===== src/rtl/stlb_pkg.sv =====
package stlb_pkg;
   localparam int SZ_W    = 4;
   localparam int SZ_STEP = 2;   // each size code multiplies the page by 2**SZ_STEP

   typedef logic [SZ_W-1:0] pgsz_t;

   // bits of a 4 KB-granule page number that a page of this size ignores
   function automatic logic [31:0] span_mask(input pgsz_t sz);
      return (32'd1 << (SZ_STEP * int'(sz))) - 32'd1;
   endfunction
endpackage


===== src/rtl/stlb_fa.sv =====
module stlb_fa
   import stlb_pkg::*;
#(
   parameter int ENTRIES = 4,
   parameter int VPN_W   = 20,
   parameter int PPN_W   = 20,
   parameter int PERM_W  = 4
) (
   input  logic              clk,
   input  logic              rst_n,
   input  logic [VPN_W-1:0]  lk_vpn,
   input  logic              inv_vld,
   input  logic [VPN_W-1:0]  inv_vpn,
   input  logic [VPN_W-1:0]  inv_mask,
   input  logic              fill_en,
   input  logic [VPN_W-1:0]  fill_vpn,
   input  logic [PPN_W-1:0]  fill_ppn,
   input  logic [PERM_W-1:0] fill_perm,
   input  pgsz_t             fill_sz,
   output logic              hit,
   output logic [PPN_W-1:0]  hit_ppn,
   output logic [PERM_W-1:0] hit_perm
);
   localparam int PTR_W = (ENTRIES > 1) ? $clog2(ENTRIES) : 1;

   logic [ENTRIES-1:0] vld, kill, match;
   logic [VPN_W-1:0]   vpn_q  [ENTRIES];
   logic [PPN_W-1:0]   ppn_q  [ENTRIES];
   logic [PERM_W-1:0]  perm_q [ENTRIES];
   pgsz_t              sz_q   [ENTRIES];
   logic [PTR_W-1:0]   ptr;

   for (genvar i = 0; i < ENTRIES; i++) begin : g_ent
      logic [VPN_W-1:0] em;
      assign em       = VPN_W'(span_mask(sz_q[i]));
      assign kill[i]  = inv_vld & (((inv_vpn ^ vpn_q[i]) & ~(em | inv_mask)) == '0);
      assign match[i] = vld[i] & ~kill[i] & (((lk_vpn ^ vpn_q[i]) & ~em) == '0);
   end

   always_comb begin
      logic [PPN_W-1:0] pm;
      hit      = 1'b0;
      hit_ppn  = '0;
      hit_perm = '0;
      pm       = '0;
      for (int i = ENTRIES - 1; i >= 0; i--) begin
         if (match[i]) begin
            pm       = PPN_W'(span_mask(sz_q[i]));
            hit      = 1'b1;
            hit_ppn  = (ppn_q[i] & ~pm) | (PPN_W'(lk_vpn) & pm);
            hit_perm = perm_q[i];
         end
      end
   end

   always_ff @(posedge clk) begin
      if (!rst_n) begin
         vld <= '0;
         ptr <= '0;
      end else begin
         for (int i = 0; i < ENTRIES; i++) begin
            if (fill_en && ptr == PTR_W'(i)) vld[i] <= 1'b1;
            else if (kill[i])                vld[i] <= 1'b0;
         end
         if (fill_en) ptr <= (ptr == PTR_W'(ENTRIES - 1)) ? '0 : ptr + 1'b1;
      end
   end

   always_ff @(posedge clk) begin
      for (int i = 0; i < ENTRIES; i++) begin
         if (fill_en && ptr == PTR_W'(i)) begin
            vpn_q[i]  <= fill_vpn;
            ppn_q[i]  <= fill_ppn;
            perm_q[i] <= fill_perm;
            sz_q[i]   <= fill_sz;
         end
      end
   end
endmodule


===== src/rtl/stlb_sa.sv =====
module stlb_sa #(
   parameter int SETS   = 16,
   parameter int WAYS   = 4,
   parameter int VPN_W  = 20,
   parameter int PPN_W  = 20,
   parameter int PERM_W = 4
) (
   input  logic              clk,
   input  logic              rst_n,
   input  logic [VPN_W-1:0]  lk_vpn,
   input  logic              inv_vld,
   input  logic [VPN_W-1:0]  inv_vpn,
   input  logic [VPN_W-1:0]  inv_mask,
   input  logic              fill_en,
   input  logic [VPN_W-1:0]  fill_vpn,
   input  logic [PPN_W-1:0]  fill_ppn,
   input  logic [PERM_W-1:0] fill_perm,
   output logic              hit,
   output logic [PPN_W-1:0]  hit_ppn,
   output logic [PERM_W-1:0] hit_perm
);
   localparam int IDX_W = $clog2(SETS);
   localparam int TAG_W = VPN_W - IDX_W;
   localparam int WAY_W = (WAYS > 1) ? $clog2(WAYS) : 1;
   localparam int NENT  = SETS * WAYS;

   logic [NENT-1:0]   vld, kill;
   logic [TAG_W-1:0]  tag_q  [NENT];
   logic [PPN_W-1:0]  ppn_q  [NENT];
   logic [PERM_W-1:0] perm_q [NENT];
   logic [IDX_W-1:0]  lk_set, fill_set;
   logic [WAY_W-1:0]  victim;

   assign lk_set   = lk_vpn[IDX_W-1:0];
   assign fill_set = fill_vpn[IDX_W-1:0];

   for (genvar e = 0; e < NENT; e++) begin : g_kill
      logic [VPN_W-1:0] ev;
      assign ev      = {tag_q[e], IDX_W'(e / WAYS)};
      assign kill[e] = inv_vld & (((inv_vpn ^ ev) & ~inv_mask) == '0);
   end

   if (WAYS > 1) begin : g_rr
      logic [WAY_W-1:0] ptr [SETS];
      always_ff @(posedge clk) begin
         if (!rst_n) begin
            for (int s = 0; s < SETS; s++) ptr[s] <= '0;
         end else if (fill_en) begin
            ptr[fill_set] <= (ptr[fill_set] == WAY_W'(WAYS - 1)) ? '0 : ptr[fill_set] + 1'b1;
         end
      end
      assign victim = ptr[fill_set];
   end else begin : g_direct
      assign victim = '0;
   end

   always_comb begin
      int e;
      hit      = 1'b0;
      hit_ppn  = '0;
      hit_perm = '0;
      for (int w = WAYS - 1; w >= 0; w--) begin
         e = int'(lk_set) * WAYS + w;
         if (vld[e] && !kill[e] && tag_q[e] == lk_vpn[VPN_W-1:IDX_W]) begin
            hit      = 1'b1;
            hit_ppn  = ppn_q[e];
            hit_perm = perm_q[e];
         end
      end
   end

   always_ff @(posedge clk) begin
      if (!rst_n) begin
         vld <= '0;
      end else begin
         for (int e = 0; e < NENT; e++) begin
            if (fill_en && IDX_W'(e / WAYS) == fill_set && WAY_W'(e % WAYS) == victim)
               vld[e] <= 1'b1;
            else if (kill[e])
               vld[e] <= 1'b0;
         end
      end
   end

   always_ff @(posedge clk) begin
      for (int e = 0; e < NENT; e++) begin
         if (fill_en && IDX_W'(e / WAYS) == fill_set && WAY_W'(e % WAYS) == victim) begin
            tag_q[e]  <= fill_vpn[VPN_W-1:IDX_W];
            ppn_q[e]  <= fill_ppn;
            perm_q[e] <= fill_perm;
         end
      end
   end
endmodule


===== src/rtl/shadow_tlb.sv =====
module shadow_tlb
   import stlb_pkg::*;
#(
   parameter int VPN_W      = 20,
   parameter int PPN_W      = 20,
   parameter int PERM_W     = 4,
   parameter int FA_ENTRIES = 4,
   parameter int SA_SETS    = 16,
   parameter int SA_WAYS    = 4,
   parameter int NUM_SIZES  = 9
) (
   input  logic              clk,
   input  logic              rst_n,
   input  logic              lk_vld,
   input  logic [VPN_W-1:0]  lk_vpn,
   input  logic              fill_vld,
   input  logic [VPN_W-1:0]  fill_vpn,
   input  logic [PPN_W-1:0]  fill_ppn,
   input  logic [PERM_W-1:0] fill_perm,
   input  logic [3:0]        fill_sz,
   input  logic              inv_vld,
   input  logic [VPN_W-1:0]  inv_vpn,
   input  logic [3:0]        inv_sz,
   output logic              rsp_vld,
   output logic              rsp_hit,
   output logic [PPN_W-1:0]  rsp_ppn,
   output logic [PERM_W-1:0] rsp_perm,
   output logic              miss_vld,
   output logic [VPN_W-1:0]  miss_vpn
);
   localparam int MAX_SPAN = SZ_STEP * (NUM_SIZES - 1);

   if (MAX_SPAN >= VPN_W || VPN_W > 32) begin : g_bad_vpn
      $error("shadow_tlb: VPN_W must exceed the largest page span and be at most 32");
   end
   if (MAX_SPAN > PPN_W) begin : g_bad_ppn
      $error("shadow_tlb: PPN_W too narrow for the largest page");
   end
   if (SA_SETS < 2 || (SA_SETS & (SA_SETS - 1)) != 0) begin : g_bad_sets
      $error("shadow_tlb: SA_SETS must be a power of two, at least 2");
   end
   if (FA_ENTRIES < 1 || SA_WAYS < 1 || NUM_SIZES > (1 << SZ_W)) begin : g_bad_cfg
      $error("shadow_tlb: bad entry, way or size count");
   end

   logic [VPN_W-1:0]  inv_mask, fill_mask;
   logic              fill_ok, fa_hit, sa_hit;
   logic [PPN_W-1:0]  fa_ppn, sa_ppn;
   logic [PERM_W-1:0] fa_perm, sa_perm;

   assign inv_mask  = VPN_W'(span_mask(inv_sz));
   assign fill_mask = VPN_W'(span_mask(fill_sz));
   assign fill_ok   = fill_vld &
                      ~(inv_vld & (((fill_vpn ^ inv_vpn) & ~(fill_mask | inv_mask)) == '0));

   stlb_fa #(.ENTRIES(FA_ENTRIES), .VPN_W(VPN_W), .PPN_W(PPN_W), .PERM_W(PERM_W)) u_fa (
      .clk(clk), .rst_n(rst_n), .lk_vpn(lk_vpn),
      .inv_vld(inv_vld), .inv_vpn(inv_vpn), .inv_mask(inv_mask),
      .fill_en(fill_ok && fill_sz != '0), .fill_vpn(fill_vpn), .fill_ppn(fill_ppn),
      .fill_perm(fill_perm), .fill_sz(fill_sz),
      .hit(fa_hit), .hit_ppn(fa_ppn), .hit_perm(fa_perm)
   );

   stlb_sa #(.SETS(SA_SETS), .WAYS(SA_WAYS), .VPN_W(VPN_W), .PPN_W(PPN_W), .PERM_W(PERM_W)) u_sa (
      .clk(clk), .rst_n(rst_n), .lk_vpn(lk_vpn),
      .inv_vld(inv_vld), .inv_vpn(inv_vpn), .inv_mask(inv_mask),
      .fill_en(fill_ok && fill_sz == '0), .fill_vpn(fill_vpn), .fill_ppn(fill_ppn),
      .fill_perm(fill_perm),
      .hit(sa_hit), .hit_ppn(sa_ppn), .hit_perm(sa_perm)
   );

   always_ff @(posedge clk) begin
      if (!rst_n) begin
         rsp_vld  <= 1'b0;
         rsp_hit  <= 1'b0;
         rsp_ppn  <= '0;
         rsp_perm <= '0;
         miss_vpn <= '0;
      end else begin
         rsp_vld  <= lk_vld;
         rsp_hit  <= lk_vld & (fa_hit | sa_hit);
         rsp_ppn  <= fa_hit ? fa_ppn  : sa_ppn;
         rsp_perm <= fa_hit ? fa_perm : sa_perm;
         if (lk_vld) miss_vpn <= lk_vpn;
      end
   end

   assign miss_vld = rsp_vld & ~rsp_hit;
endmodule


===== config.mk =====
export PLATFORM = sky130hd
export DESIGN_NAME = shadow_tlb
export DESIGN_NICKNAME = d
export VERILOG_FILES = /design/src/rtl/stlb_pkg.sv /design/src/rtl/stlb_fa.sv /design/src/rtl/stlb_sa.sv /design/src/rtl/shadow_tlb.sv
export SDC_FILE = /design/constraint.sdc
export NUM_CORES = 2
export LEC_CHECK = 0
export BUFFER_PORTS_ARGS = -buffer_cell sky130_fd_sc_hd__clkbuf_2
export CORE_MARGIN = 1
export CORE_UTILIZATION = 63
export DETAILED_ROUTE_END_ITERATION = 7
export GPL_TIMING_DRIVEN = 0
export PLACE_DENSITY = 0.79
export SYNTH_ARGS = -nofsm -noshare
export SYNTH_HDL_FRONTEND = slang
export SYNTH_SLANG_ARGS = --single-unit

===== constraint.sdc =====
create_clock -name clk -period 8.4 [get_ports clk]
set_input_delay 1.26 -clock clk [delete_from_list [all_inputs] [get_ports clk]]
set_output_delay 1.26 -clock clk [all_outputs]
set_load 0.05 [all_outputs]

==> summary.md, run 1 <==
| Metric | Value |
|---|---|
| Status | `stopped before the end` |
| Stop stage | `5_1_grt` |
| Error | `[ERROR GRT-0116] Global routing finished with congestion. Check the congestion regions in the DRC Viewer.` |
| Largest area contributor in the netlist | `edfxtp_1` |
| Post-synthesis average cell area | `16.32 sq um` |
| H-Tree Depth | `5` |
| CTS Hold Bufs | `0` |
| Grt ovf | `2457` |
| Num rows | `168` |
| Clk buf depth | `4` |
| Synth warn | `0` |
| Asr flop ratio synth | `0` |
| Synth Flop Type | `edfxtp_1` |
| Commonest cells in the netlist | `2784 x edfxtp_1, 690 x mux4_2, 656 x xor2_1` |
| EDFF count, synth | `2784` |
| Most frequent cell after synthesis | `edfxtp_1` |
| Inserted Clock Buffers | `311` |
| Flops & latches, synth | `2900` |
| Syn nets | `8262` |
| Synth top area share | `0.6285` |
| Top post-synthesis cells by area | `edfxtp_1 63%, mux4_2 12%, xor2_1 4.3%, xnor2_1 4.1%, dfxtp_1 1.7%` |
| Synth unique cells | `98` |
| Die Span Y | `461.5 um` |
| Post-Synthesis Cells | `8151` |
| All-Layer GR Usage | `0.8327` |
| Die X | `461.5 um` |
| GPL Wtd Cong | `1.125` |
| Sink Count | `2900` |
| Cell at the root of the clock tree | `clkbuf_16` |
| Mapped Area | `0.1330 sq mm` |
| Detailed Place HPWL | `496.7 mm` |
| Initial Utilization | `0.6340` |
| Proportion of synthesized chip area in sequential cells | `0.6460` |
| Io pins | `144` |
| Port Buf Inserts | `106` |
| Number of global-route vias before repair | `115700` |
| Largest net degree at the start of global routing | `70` |
| Placed cell count | `11150` |
| First-pass GRT wire length | `1168 mm` |
per-layer routing:
layer | GRT overflow | GRT usage
met1 | 278 | 0.8592
met4 | 626 | 0.7506
met2 | 1290 | 0.9400
met3 | 225 | 0.7451
met5 | 38 | 0.5150
per-stage QoR:
step / instance area [sq um] / setup slack [ps] / TNS [ps] / util
floorplan: 133000 / 1913 / 0 / -
global placement: 137000 / -4680 / - / 0.6533
CTS: 149100 / -70.74 / -134.4 / 0.7108
detailed placement: 139100 / -2516 / -3122070 / 0.6629
cells by family after synthesis:
| family | Yosys count | synth area share |
|---|---|---|
| AND/OR/NAND/NOR | 1031 | 0.03835 |
| buffers and inverters | 709 | 0.02594 |
| multiplexers | 924 | 0.1347 |
| flip-flops | 2900 | 0.6460 |
| AO/OA/AOI/OAI | 1289 | 0.06909 |
| XOR/XNOR | 1284 | 0.08461 |
| adder cells (fa/ha/maj) | 14 | 0.001317 |
what timing repair did:
item | in CTS
pin swaps | 2
endpoints found under the setup margin | 2327
gates resized for setup | 54
buffers inserted | 2
==> run 2: changes to the inputs <==
CORE_UTILIZATION = 40   (was 63)
PLACE_DENSITY = default   (was 0.79)
PLACE_DENSITY_LB_ADDON = 0.15   (was default)
==> summary.md, run 2 <==
| Metric | Value |
|---|---|
| Synth top area share | `0.6285 (unchanged)` |
| DRT Pass-1 Iters | `8` |
| CP most frequent cell | `buf_2` |
| Io pins | `144 (unchanged)` |
| P&R area growth vs syn | `16.10%` |
| Cell at the root of the clock tree | `clkbuf_16 (unchanged)` |
| Clk buf depth | `4 (unchanged)` |
| CP peak stage delay | `1190 ps` |
| Sequential power share | `0.458` |
| Die X | `578.6 um (was 461.5 um)` |
| Synth Area in Simple Gates | `0.03835 (unchanged)` |
| Adder-cell share of the synthesized area | `0.001317 (unchanged)` |
| Die Span Y | `578.6 um (was 461.5 um)` |
| Slew Viols, Final | `116` |
| All-Layer GR Usage | `0.4222` |
| Initial Utilization | `0.4024 (was 0.6340)` |
| Largest family of logic cells by synthesized area | `multiplexers (unchanged)` |
| Final clock skew | `52.53 ps` |
| Sw Ratio | `0.2688` |
| Final worst setup slack | `-410.1 ps` |
| Worst-skew pair later-pin latency | `1010 ps` |
| Slowest cell on the critical path | `nor3_1` |
| Worst-Margin Slew | `1626 ps` |
| Layout Utilization | `0.4672` |
| Mux contribution to synthesized area | `0.1347 (unchanged)` |
| Post-Place Cell Area | `0.1428 sq mm (was 0.1391 sq mm)` |
| Failing checks | `max-capacitance violations, max-slew violations, negative setup slack` |
| Initial antenna violation count | `84` |
| First-pass GRT wire length | `908.0 mm` |
| Setup slack, reg-to-reg | `320 ps` |
| Clk pwr share | `0.429` |
| Critical Path Source | `inv_sz[2]` |
| Worst Reg2Reg Path Length in Cells | `17` |
| Core ar. | `0.3305 sq mm` |
| GPL Wtd Cong | `1.047 (was 1.125)` |
| Flops & latches, synth | `2900 (unchanged)` |
| FMAX | `113.5 MHz` |
| Buf/Inv on CP | `9` |
| Sink Count | `2900 (unchanged)` |
| Status | `finished with violations (was stopped before the end)` |
| WS Path Type | `input port to flip-flop` |
| Clock transition at path regs | `60 ps` |
| Die area | `0.3348 sq mm` |
| Crit path cell chain | `buf_2, buf_2, buf_2, nor2_1, clkbuf_4, nand3b_1, ha_1, buf_2, and2_1, clkbuf_1, buf_4, clkbuf_4, o21ai_0, nor3_1, a311oi_1, a2111o_1, o311ai_2, a311oi_4, clkbuf_4, a221oi_2, o21ai_0` |
| Drt total wl | `714.9 mm` |
| Num rows | `211 (was 168)` |
| Synth unique cells | `98 (unchanged)` |
| Grt ovf | `0` |
| Synth warn | `0 (unchanged)` |
| Via density | `6.887` |
| Antenna-violating nets left | `0` |
| Most frequent cells in the layout | `2784 x edfxtp_1, 690 x mux4_2, 656 x xor2_1` |
| Most flops, register | `u_sa.ppn_q` |
| Hold path cells | `2` |
| Cell area after layout | `0.1544 sq mm` |
| WP data required | `9190 ps` |
| Critical R2R Capture | `rsp_ppn[9]` |
| Net Switching | `9.348 mW` |
| Crit share post-route | `1.049` |
| Top Family by Delay on Critical Path | `buffers and inverters` |
| H-Tree Depth | `5 (unchanged)` |
| Layout cells sized above 1 | `0.2319` |
| Routed length per instance | `53.11 um` |
| Most frequent cell after synthesis | `edfxtp_1 (unchanged)` |
| Max-cap violations | `15` |
| Top post-synthesis cells by area | `edfxtp_1 63%, mux4_2 12%, xor2_1 4.3%, xnor2_1 4.1%, dfxtp_1 1.7% (unchanged)` |
| Leakage | `50.02 nW` |
| Asr flop ratio synth | `0 (unchanged)` |
| Post-synthesis average cell area | `16.32 sq um (unchanged)` |
| Worst min-delay path class | `flip-flop to flip-flop` |
| Commonest non-fill, non-tap cell in the layout | `edfxtp_1` |
| Commonest cells in the netlist | `2784 x edfxtp_1, 690 x mux4_2, 656 x xor2_1 (unchanged)` |
| Worst slew margin | `-0.08391` |
| Post-route DRC | `0` |
| Critical Path Sink Type | `flip-flop` |
| Port Buf Inserts | `106 (unchanged)` |
| Nets | `8876` |
| Logic pwr share | `0.113` |
| Number of global-route vias before repair | `85940` |
| DR iter-0 viols | `17190` |
| Worst EP arrival | `9600 ps` |
| Worst setup endpoint | `rsp_ppn[11]` |
| CTS tree | `yes` |
| Inserted Clock Buffers | `334 (was 311)` |
| Finish-stage setup viols | `238` |
| Proportion of synthesized chip area in sequential cells | `0.6460 (unchanged)` |
| Largest area contributor in the netlist | `edfxtp_1 (unchanged)` |
| Crit Reg-Reg Startpoint | `u_fa.sz_q[0][2]` |
| Pwr/cell area | `225.2 mW/mm^2` |
| Worst VDD drop | `0.0001783 V` |
| Worst path depth | `21` |
| Post-Synthesis Cells | `8151 (unchanged)` |
| Mapped Area | `0.1330 sq mm (unchanged)` |
| Post-synthesis compound-gate area fraction | `0.06908 (unchanged)` |
| Critical path peak fanout | `10` |
| XOR/XNOR share of the synthesized area | `0.08461 (unchanged)` |
| Syn nets | `8262 (unchanged)` |
| Final Critical Period | `8810 ps` |
| Detailed Place HPWL | `510.8 mm (was 496.7 mm)` |
| Power Internal | `25.42 mW` |
| EDFF count, synth | `2784 (unchanged)` |
| Largest net degree at the start of global routing | `69` |
| Synth Flop Type | `edfxtp_1 (unchanged)` |
| Final Hold Fails | `0` |
| Nature of the critical path startpoint | `input port` |
| Max reg flops | `1280` |
| Via Count | `92690` |
| Largest regs | `u_sa.ppn_q: 1280 flops, u_sa.tag_q: 1024 flops, u_sa.perm_q: 256 flops` |
## run 2: cell counts after synthesis
No cell type changed its count.
## run 2: metal layers
metal | global-route usage | vias up | routed length, um
li1 | - | 33850 | -
met1 | 0.5550 | 49300 | 269100
met2 | 0.6261 | 7727 | 311900
met3 | 0.09733 | 1787 | 76970
met4 | 0.2837 | 30 | 56730
met5 | 0 | - | 195
## run 2: logic make-up after synthesis
family	after synthesis
XOR/XNOR	1284
flip-flops	2900
AND/OR/NAND/NOR	1031
buffers and inverters	709
AO/OA/AOI/OAI	1289
adder cells (fa/ha/maj)	14
multiplexers	924
## run 2: final cells by class
| class | count | area [sq um] |
|---|---|---|
| diodes | 58 | 145.1 |
| plain buffers | 627 | 3286 |
| clock buffers | 437 | 9133 |
| clock inverters | 169 | 1697 |
| fillers | 28680 | 176100 |
| inverters | 82 | 364.1 |
| multi-input cells | 4542 | 44420 |
| flip-flops and latches | 2900 | 85920 |
| well taps | 4366 | 5463 |
| repair buffers | 278 | 3999 |
## run 2: tightest hold or removal path, stage by stage, from the launching register on
cell and delay [ps]:
dfxtp_1 310, nand2_1 50, a21oi_1 50
## run 2: per-stage QoR
stage               total power, mW  TNS [ps]  hold WS (ps)  setup WS (ps)  instances
floorplan                     17.88         0         431.8           1913       8151
global placement              19.84         -         445.8          -7004      12620
detailed placement            19.94  -4507000         448.4          -2737      12790
CTS                           34.57         0         455.8          14.55      13390
global route                  35.19    -6.938         475.8         -6.938      13410
finish                        34.77    -15720         457.7         -410.1      13460
## run 2: repair_timing
| action | 4_1_cts | 5_1_grt |
|---|---|---|
| resized for setup | 82 | 29 |
| pin swaps | 3 | 3 |
| buffers inserted | 2 | 2 |
| hold buffers | 0 | 0 |
| endpoints found under the setup margin | 2575 | 390 |
## run 2: how the worst min path moves through the flow
stage	from	endpoint
after floorplan	u_fa.vld[1]	u_fa.vld[1]
final	u_sa.vld[49]	u_sa.vld[49]
after detailed placement	u_fa.vld[1]	u_fa.vld[1]
after global placement	u_fa.vld[1]	u_fa.vld[1]
after CTS	u_fa.vld[1]	u_fa.vld[1]
after global routing	u_sa.vld[6]	u_sa.vld[6]
## run 2: power groups by stage
stage | logic (mW) | registers (mW) | clock network, mW
3_5_place_dp | 3.70 | 16.2 | 0
3_3_place_gp | 3.58 | 16.3 | 0
2_1_floorplan | 1.62 | 16.3 | 0
6_report | 3.94 | 15.9 | 14.9
4_1_cts | 3.73 | 15.9 | 14.9
5_1_grt | 3.85 | 15.9 | 15.4
(Power assumes the default switching activity.)
